### src/rtl/cbm_pkg.sv
package cbm_pkg;
  localparam int PRG_BANK_W  = 4;
  localparam int CHR_BANK_W  = 7;
  localparam int PRG_OFS_W   = 14;
  localparam int CHR_OFS_W   = 10;
  localparam int CHR_WINDOWS = 8;
  localparam int WIN_IDX_W   = $clog2(CHR_WINDOWS);
  localparam int PRG_AW      = PRG_BANK_W + PRG_OFS_W;
  localparam int CHR_AW      = CHR_BANK_W + CHR_OFS_W;
  localparam logic [3:0] OFS_PRG    = 4'h8;
  localparam logic [3:0] OFS_MIRROR = 4'h9;

  function automatic logic [PRG_BANK_W-1:0] wrap_prg(input logic [PRG_BANK_W-1:0] b,
                                                     input int unsigned n);
    return PRG_BANK_W'(32'(b) % n);
  endfunction

  function automatic logic [CHR_BANK_W-1:0] wrap_chr(input logic [CHR_BANK_W-1:0] b,
                                                     input int unsigned n);
    return CHR_BANK_W'(32'(b) % n);
  endfunction
endpackage

### src/rtl/cbm_reg_file.sv
module cbm_reg_file
  import cbm_pkg::*;
(
  input  logic                                     clk,
  input  logic                                     rst_n,
  input  logic [15:0]                              cpu_addr,
  input  logic [7:0]                               cpu_data,
  input  logic                                     cpu_wr,
  output logic [15:0]                              wr_sel,
  output logic [PRG_BANK_W-1:0]                    prg_bank,
  output logic [CHR_WINDOWS-1:0][CHR_BANK_W-1:0]   chr_bank,
  output logic                                     mirror_horiz
);
  logic wr_hit;
  logic unused_bits;

  assign unused_bits = ^{cpu_data[7], cpu_addr[14:4]};
  assign wr_hit      = cpu_wr && cpu_addr[15];

  always_comb begin
    wr_sel = '0;
    if (wr_hit) wr_sel[cpu_addr[3:0]] = 1'b1;
  end

  for (genvar w = 0; w < CHR_WINDOWS; w++) begin : g_chr
    always_ff @(posedge clk or negedge rst_n) begin
      if (!rst_n)        chr_bank[w] <= '0;
      else if (wr_sel[w]) chr_bank[w] <= cpu_data[CHR_BANK_W-1:0];
    end
  end

  always_ff @(posedge clk or negedge rst_n) begin
    if (!rst_n) begin
      prg_bank     <= '0;
      mirror_horiz <= 1'b0;
    end else begin
      if (wr_sel[OFS_PRG])    prg_bank     <= cpu_data[PRG_BANK_W-1:0];
      if (wr_sel[OFS_MIRROR]) mirror_horiz <= cpu_data[0];
    end
  end
endmodule

### src/rtl/cbm_prg_xlate.sv
module cbm_prg_xlate
  import cbm_pkg::*;
#(
  parameter int unsigned PRG_BANKS = 16
) (
  input  logic [15:0]           cpu_addr,
  input  logic [PRG_BANK_W-1:0] prg_bank,
  output logic                  prg_rom_sel,
  output logic [PRG_AW-1:0]     prg_rom_addr
);
  localparam logic [PRG_BANK_W-1:0] LAST_BANK = PRG_BANK_W'(PRG_BANKS - 1);

  logic                  upper_fixed;
  logic [PRG_BANK_W-1:0] bank_eff;

  assign upper_fixed  = cpu_addr[14];
  assign bank_eff     = upper_fixed ? LAST_BANK : wrap_prg(prg_bank, PRG_BANKS);
  assign prg_rom_addr = {bank_eff, cpu_addr[PRG_OFS_W-1:0]};
  assign prg_rom_sel  = cpu_addr[15];
endmodule

### src/rtl/cbm_chr_xlate.sv
module cbm_chr_xlate
  import cbm_pkg::*;
#(
  parameter int unsigned CHR_BANKS = 128
) (
  input  logic [12:0]                              ppu_addr,
  input  logic [CHR_WINDOWS-1:0][CHR_BANK_W-1:0]   chr_bank,
  output logic [CHR_AW-1:0]                        chr_rom_addr
);
  logic [WIN_IDX_W-1:0]  win_idx;
  logic [CHR_BANK_W-1:0] bank_eff;

  assign win_idx      = ppu_addr[CHR_OFS_W +: WIN_IDX_W];
  assign bank_eff     = wrap_chr(chr_bank[win_idx], CHR_BANKS);
  assign chr_rom_addr = {bank_eff, ppu_addr[CHR_OFS_W-1:0]};
endmodule

### src/rtl/cart_bank_mapper.sv
module cart_bank_mapper
  import cbm_pkg::*;
#(
  parameter int unsigned PRG_BANKS = 16,
  parameter int unsigned CHR_BANKS = 128
) (
  input  logic              clk,
  input  logic              rst_n,
  input  logic [15:0]       cpu_addr,
  input  logic [7:0]        cpu_data,
  input  logic              cpu_wr,
  input  logic [12:0]       ppu_addr,
  output logic              prg_rom_sel,
  output logic [PRG_AW-1:0] prg_rom_addr,
  output logic [CHR_AW-1:0] chr_rom_addr,
  output logic              mirror_horiz
);
  logic [15:0]                            wr_sel;
  logic [PRG_BANK_W-1:0]                  prg_bank;
  logic [CHR_WINDOWS-1:0][CHR_BANK_W-1:0] chr_bank;

  cbm_reg_file u_regs (
    .clk(clk), .rst_n(rst_n), .cpu_addr(cpu_addr), .cpu_data(cpu_data),
    .cpu_wr(cpu_wr), .wr_sel(wr_sel), .prg_bank(prg_bank),
    .chr_bank(chr_bank), .mirror_horiz(mirror_horiz)
  );

  cbm_prg_xlate #(.PRG_BANKS(PRG_BANKS)) u_prg (
    .cpu_addr(cpu_addr), .prg_bank(prg_bank),
    .prg_rom_sel(prg_rom_sel), .prg_rom_addr(prg_rom_addr)
  );

  cbm_chr_xlate #(.CHR_BANKS(CHR_BANKS)) u_chr (
    .ppu_addr(ppu_addr), .chr_bank(chr_bank), .chr_rom_addr(chr_rom_addr)
  );
endmodule

### config.mk
export PLATFORM = sky130hd
export DESIGN_NAME = cart_bank_mapper
export DESIGN_NICKNAME = d
export VERILOG_FILES = /design/src/rtl/cbm_pkg.sv /design/src/rtl/cbm_reg_file.sv /design/src/rtl/cbm_prg_xlate.sv /design/src/rtl/cbm_chr_xlate.sv /design/src/rtl/cart_bank_mapper.sv
export SDC_FILE = /design/constraint.sdc
export NUM_CORES = 1
export LEC_CHECK = 0
export BUFFER_PORTS_ARGS = -buffer_cell sky130_fd_sc_hd__buf_2
export CAP_MARGIN = 20
export CORE_ASPECT_RATIO = 1.25
export CORE_MARGIN = 3
export CORE_UTILIZATION = 57
export CTS_CLUSTER_DIAMETER = 120
export DETAILED_ROUTE_END_ITERATION = 16
export GPL_ROUTABILITY_DRIVEN = 0
export PLACE_DENSITY = 0.85
export REMOVE_ABC_BUFFERS = 1
export SYNTH_ARGS = -nofsm -noshare
export SYNTH_HDL_FRONTEND = slang
export SYNTH_SLANG_ARGS = --single-unit
### constraint.sdc
create_clock -name clk -period 2.94 [get_ports clk]
set_input_delay 0 -clock clk [delete_from_list [all_inputs] [get_ports clk]]
set_output_delay 0 -clock clk [all_outputs]
set_load 0.03 [all_outputs]
### Yosys cells after proc, flatten, opt, wreduce, memory -nomap -nowiden

Cells that the tools add are included.
W data, S select, Z words.

| storage, ports and cells | value |
|---|---|
| bits in registers | 61 |
| input port bits | 40 |
| output and inout bits | 37 |
| logic and storage cells | 21 |

| cells by class | value |
|---|---|
| order comparisons | 3 |
| muxes and demuxes | 6 |
| reduce and logical (&&, ||, !) cells | 2 |

Operators with widths:

| operator | count |
|---|---|
| $bmux W7 S3 | 1 |
| $mux W10 | 1 |
| $mux W7 | 1 |
| $lt A4 B5 Y1 const B | 1 |
| $demux W1 S4 | 1 |
| $ge A4 B1 Y1 const B | 1 |
| $lt A3 B4 Y1 const B | 1 |
| $mux W4 | 1 |
| $logic_and A1 B1 Y1 | 2 |
| $mux W1 | 1 |

### Logic depth before layout (Yosys ltp)

| depth | value |
|---|---|
| depth after elaboration | 5 |
| depth in mapped cells | 5 |
| gate-level depth less buffers | 3 |

### Modules after synthesis

From an unflattened synthesis, not the netlist that was laid out.

| second synthesis, totals | value |
|---|---|
| cells, all modules | 210 |
| area, all modules | 3,180.6 sq um |

By module, submodules not included:

| module | instances | cells each | area an instance (sq um) | sequential area each (sq um) |
|---|---|---|---|---|
| cbm_reg_file | 1 | 156 | 2,482.4 | 1,526.5 |
| cbm_chr_xlate | 1 | 35 | 560.5 | 0.0 |
| cbm_prg_xlate | 1 | 19 | 137.6 | 0.0 |

### Least setup slack after synthesis

OpenSTA, ideal clock, no wires.

| timing path | value |
|---|---|
| path kind | register to output |
| from | reg u_regs.chr_bank[21] (netlist name) |
| to | out chr_rom_addr[10] |
| arrival | 1.173 ns |
| data required time | 2.940 ns |
| path slack | 1.767 ns |
| stages on the path, launching flop included | 3 |
| path buffers | 0 |
| cells stage by stage | dfrtp_1 > mux4_1 > mux2_2 |

| between the ends | value |
|---|---|
| word-level cells in the longest chain between the ends | 2 |

RTL lines:

| element | RTL line | text |
|---|---|---|
| from (decl) | cbm_reg_file.sv:11 | `output logic [CHR_WINDOWS-1:0][CHR_BANK_W-1:0] chr_bank,` |
| from (signal, indexed assignment) | cbm_reg_file.sv:28 | `else if (wr_sel[w]) chr_bank[w] <= cpu_data[CHR_BANK_W-1:0];` |
| $bmux W7 S3 | cbm_chr_xlate.sv:14 | `assign bank_eff = wrap_chr(chr_bank[win_idx], CHR_BANKS);` |
| $mux W7 (implied by the code) | cbm_chr_xlate.sv:14 |  |
| to (decl) | cart_bank_mapper.sv:15 | `output logic [CHR_AW-1:0] chr_rom_addr,` |

No other way between the ends. The select of a mux whose other input is x is not followed.

### Final worst setup path

| timing path | value |
|---|---|
| from | reg u_regs.chr_bank[11] (netlist name) |
| to | out chr_rom_addr[14] |

Same word-level chain as after synthesis.

==> impl_metrics.toml <==
[run_status]
run_status = "complete, no violations"

[routing]
drt_iter0_markers = 93
vias = 1651
post_drt_wl_per_cell_um = 21.29
antenna_left = 0
via_per_inst = 5.855
drcViolationCount = 0
wirelength_um = 6003
dr.pass1.iters = 4

[power]
switching_share_pct = 26.48
p_comb_share_pct = 20.4
p_seq_share_pct = 48.4
power_density_mw_per_mm2 = 670.3
p_switching_uw = 589.1
p_clk_share_pct = 31.2
power_leakage_nw = 1.602
total_power_mw = 2.224
vdd_drop_max_v = 0.0004184
internal_power_mw = 1.635

[synth]
synth-xor-area-share_pct = 0
synth-simple-area-share_pct = 4.916
synth.avg_cell_area_um2 = 15.58
yosys.area.top_type_share_pct = 49.98
ys_types = 21
synthCells = 196
synthAdderAreaFrac_pct = 0
synth_top_family_by_area = "multiplexers"
synth_compound_area_share_pct = 0
ys_seq_elements = 61
synth_top_cells_by_area = "dfrtp_1 (50%), mux2_2 (25%), mux4_1 (12%), buf_4 (6.1%), or2_2 (0.82%)"
seq_area_frac_synth_pct = 49.98
ys_warn_count = 0
synth.area.mux_share_pct = 37.12
netlist_area_mm2 = 0.003054
yosysTopAreaCell = "dfrtp_1"

[sta]
relSlewSlack_pct = 48.57
slew_viol_final = 0
setup_violations = 0
worstMarginPinSlew_ns = 0.7681
finalWorstSetupSlack_ns = 1.237
final.min_clock_period_ns = 1.703
fin_crit_sh_pct = 57.93
rsz0062_at_grt = "false"
fin_tns_setup_ns = 0
fin_hold_ws_ns = 0.0002856
clock-skew-final_ns = 0
max_freq_mhz = 587.2
hold_violations = 0

[die]
die_h_um = 87.84
std_cell_rows = 29
core_mm2 = 0.005116
fp.dieW_um = 71.47
io_pins = 77
initial_core_util_pct = 59.70
design.die.area_mm2 = 0.006278

[worst_setup_path]
r2r_cells = 1
critical_path.max_fanout = 2
startpoint_type = "register"
arrival_ns = 1.70
crit_type = "register to output port"
cp.required_ns = 2.94
critical_path.endpoint_type = "output port"

[place]
dpl_cell_area_mm2 = 0.003098
place_hpwl_um = 3949
placement.io_buffers = 35
dpl_worst_slack_ns = 1.415
place_inst = 263

[layout]
fin_area_mm2 = 0.003318
area.growth.synth_to_final_pct = 8.644
layout_common_cells = "mux2_2 (68), dfrtp_1 (61), buf_2 (35)"
final_common_cell = "mux2_2"
stdcell_count = 282
layout-drive-gt1-share_pct = 58.18
nets = 256
antenna_cells = 0
final_core_util_pct = 64.86

[global_route]
antenna_found_initial = 0
first_global_vias = 1761
grt_start_max_net_pins = 43
grt_pass1_wl_um = 9508
grt.overflow.total = 0
grt_use_total_pct = 21.26

[clock_tree]
cts_buffers = 9
htree_levels = 3
clk_pin_slew_ns = 0.07
cts_tree = "done"
clkLatencyLatePin_ns = 0.33
cts-root-buf = "clkbuf_8"
clock_sinks = 61
post-cts-setup-buffer-count = 0
post_cts_resize_count = 0
cts_max_path_buffers = 2

[run]
max-cap-violations = 0

[min_path]
hold_depth = 0
hold_class = "input pin to output port"
## state kept, by name, indices dropped and copies added (netlist names)
register / count
u_regs.mirror_horiz: 1
u_regs.chr_bank: 56
u_regs.prg_bank: 4
## routing by layer
metal	global-route usage (%)	vias up	routed length (um)
met4	8.205	0	72
met1	28.66	848	2631
met5	0	-	0
li1	-	748	-
met3	7.922	6	356
met2	31.52	49	2943
## final timing paths
kind	start	to	slack, ns
max in group asynchronous	rst_n	u_regs.chr_bank[23]	2.17
min reg2reg	u_regs.chr_bank[15]	u_regs.chr_bank[15]	0.50
max reg2reg	u_regs.chr_bank[11]	u_regs.chr_bank[11]	2.16
min in group asynchronous	rst_n	u_regs.chr_bank[55]	0.08
max	u_regs.chr_bank[11]	chr_rom_addr[14]	1.24
min	cpu_addr[10]	prg_rom_addr[10]	0.0003
## layout make-up
type | count | area, um2
timing repair buffer | 42 | 250.2
clock buffer | 10 | 127.6
fill | 366 | 1798
tap | 62 | 77.57
clock inverter | 5 | 52.55
sequential | 61 | 1526
multi-input combinational | 102 | 1284
## power by group through the flow
stage | combinational (mW) | sequential (mW) | clock (mW)
after floorplan | 0.322 | 1.07 | 0
after detailed placement | 0.454 | 1.09 | 0
after CTS | 0.462 | 1.08 | 0.703
after global routing | 0.493 | 1.10 | 0.751
after global placement | 0.436 | 1.08 | 0
final | 0.454 | 1.08 | 0.694
## worst max-delay path: stages (launching register included)
cell and delay (ns):
dfrtp_1 0.39, mux4_1 0.52, mux2_2 0.27, buf_2 0.18
## kinds of logic (layout without fill, tap and decap cells)
family,Yosys count,count (layout)
buf+inv,33,57
flops,61,61
simple gates,20,20
mux,82,82
## synth_stat cells
cell type  instances
mux2_2            68
dfrtp_1           61
buf_4             25
mux4_1            14
or2_2              4
buf_1              2
buf_2              2
clkbuf_1           2
nand2_1            2
nand2b_1           2
nand3b_1           2
nor2_1             2
nor2_2             2
and3_1             1
and4bb_1           1
buf_12             1
buf_6              1
nand4b_1           1
nand4b_4           1
nor3b_2            1
or3_1              1
## timing repair
| action | CTS | global route |
|---|---|---|
| hold endpoints to repair | 74 | 0 |
| hold buffers | 4 | 0 |
| setup endpoints to repair | 0 | 0 |
(Power assumes the default switching activity.)
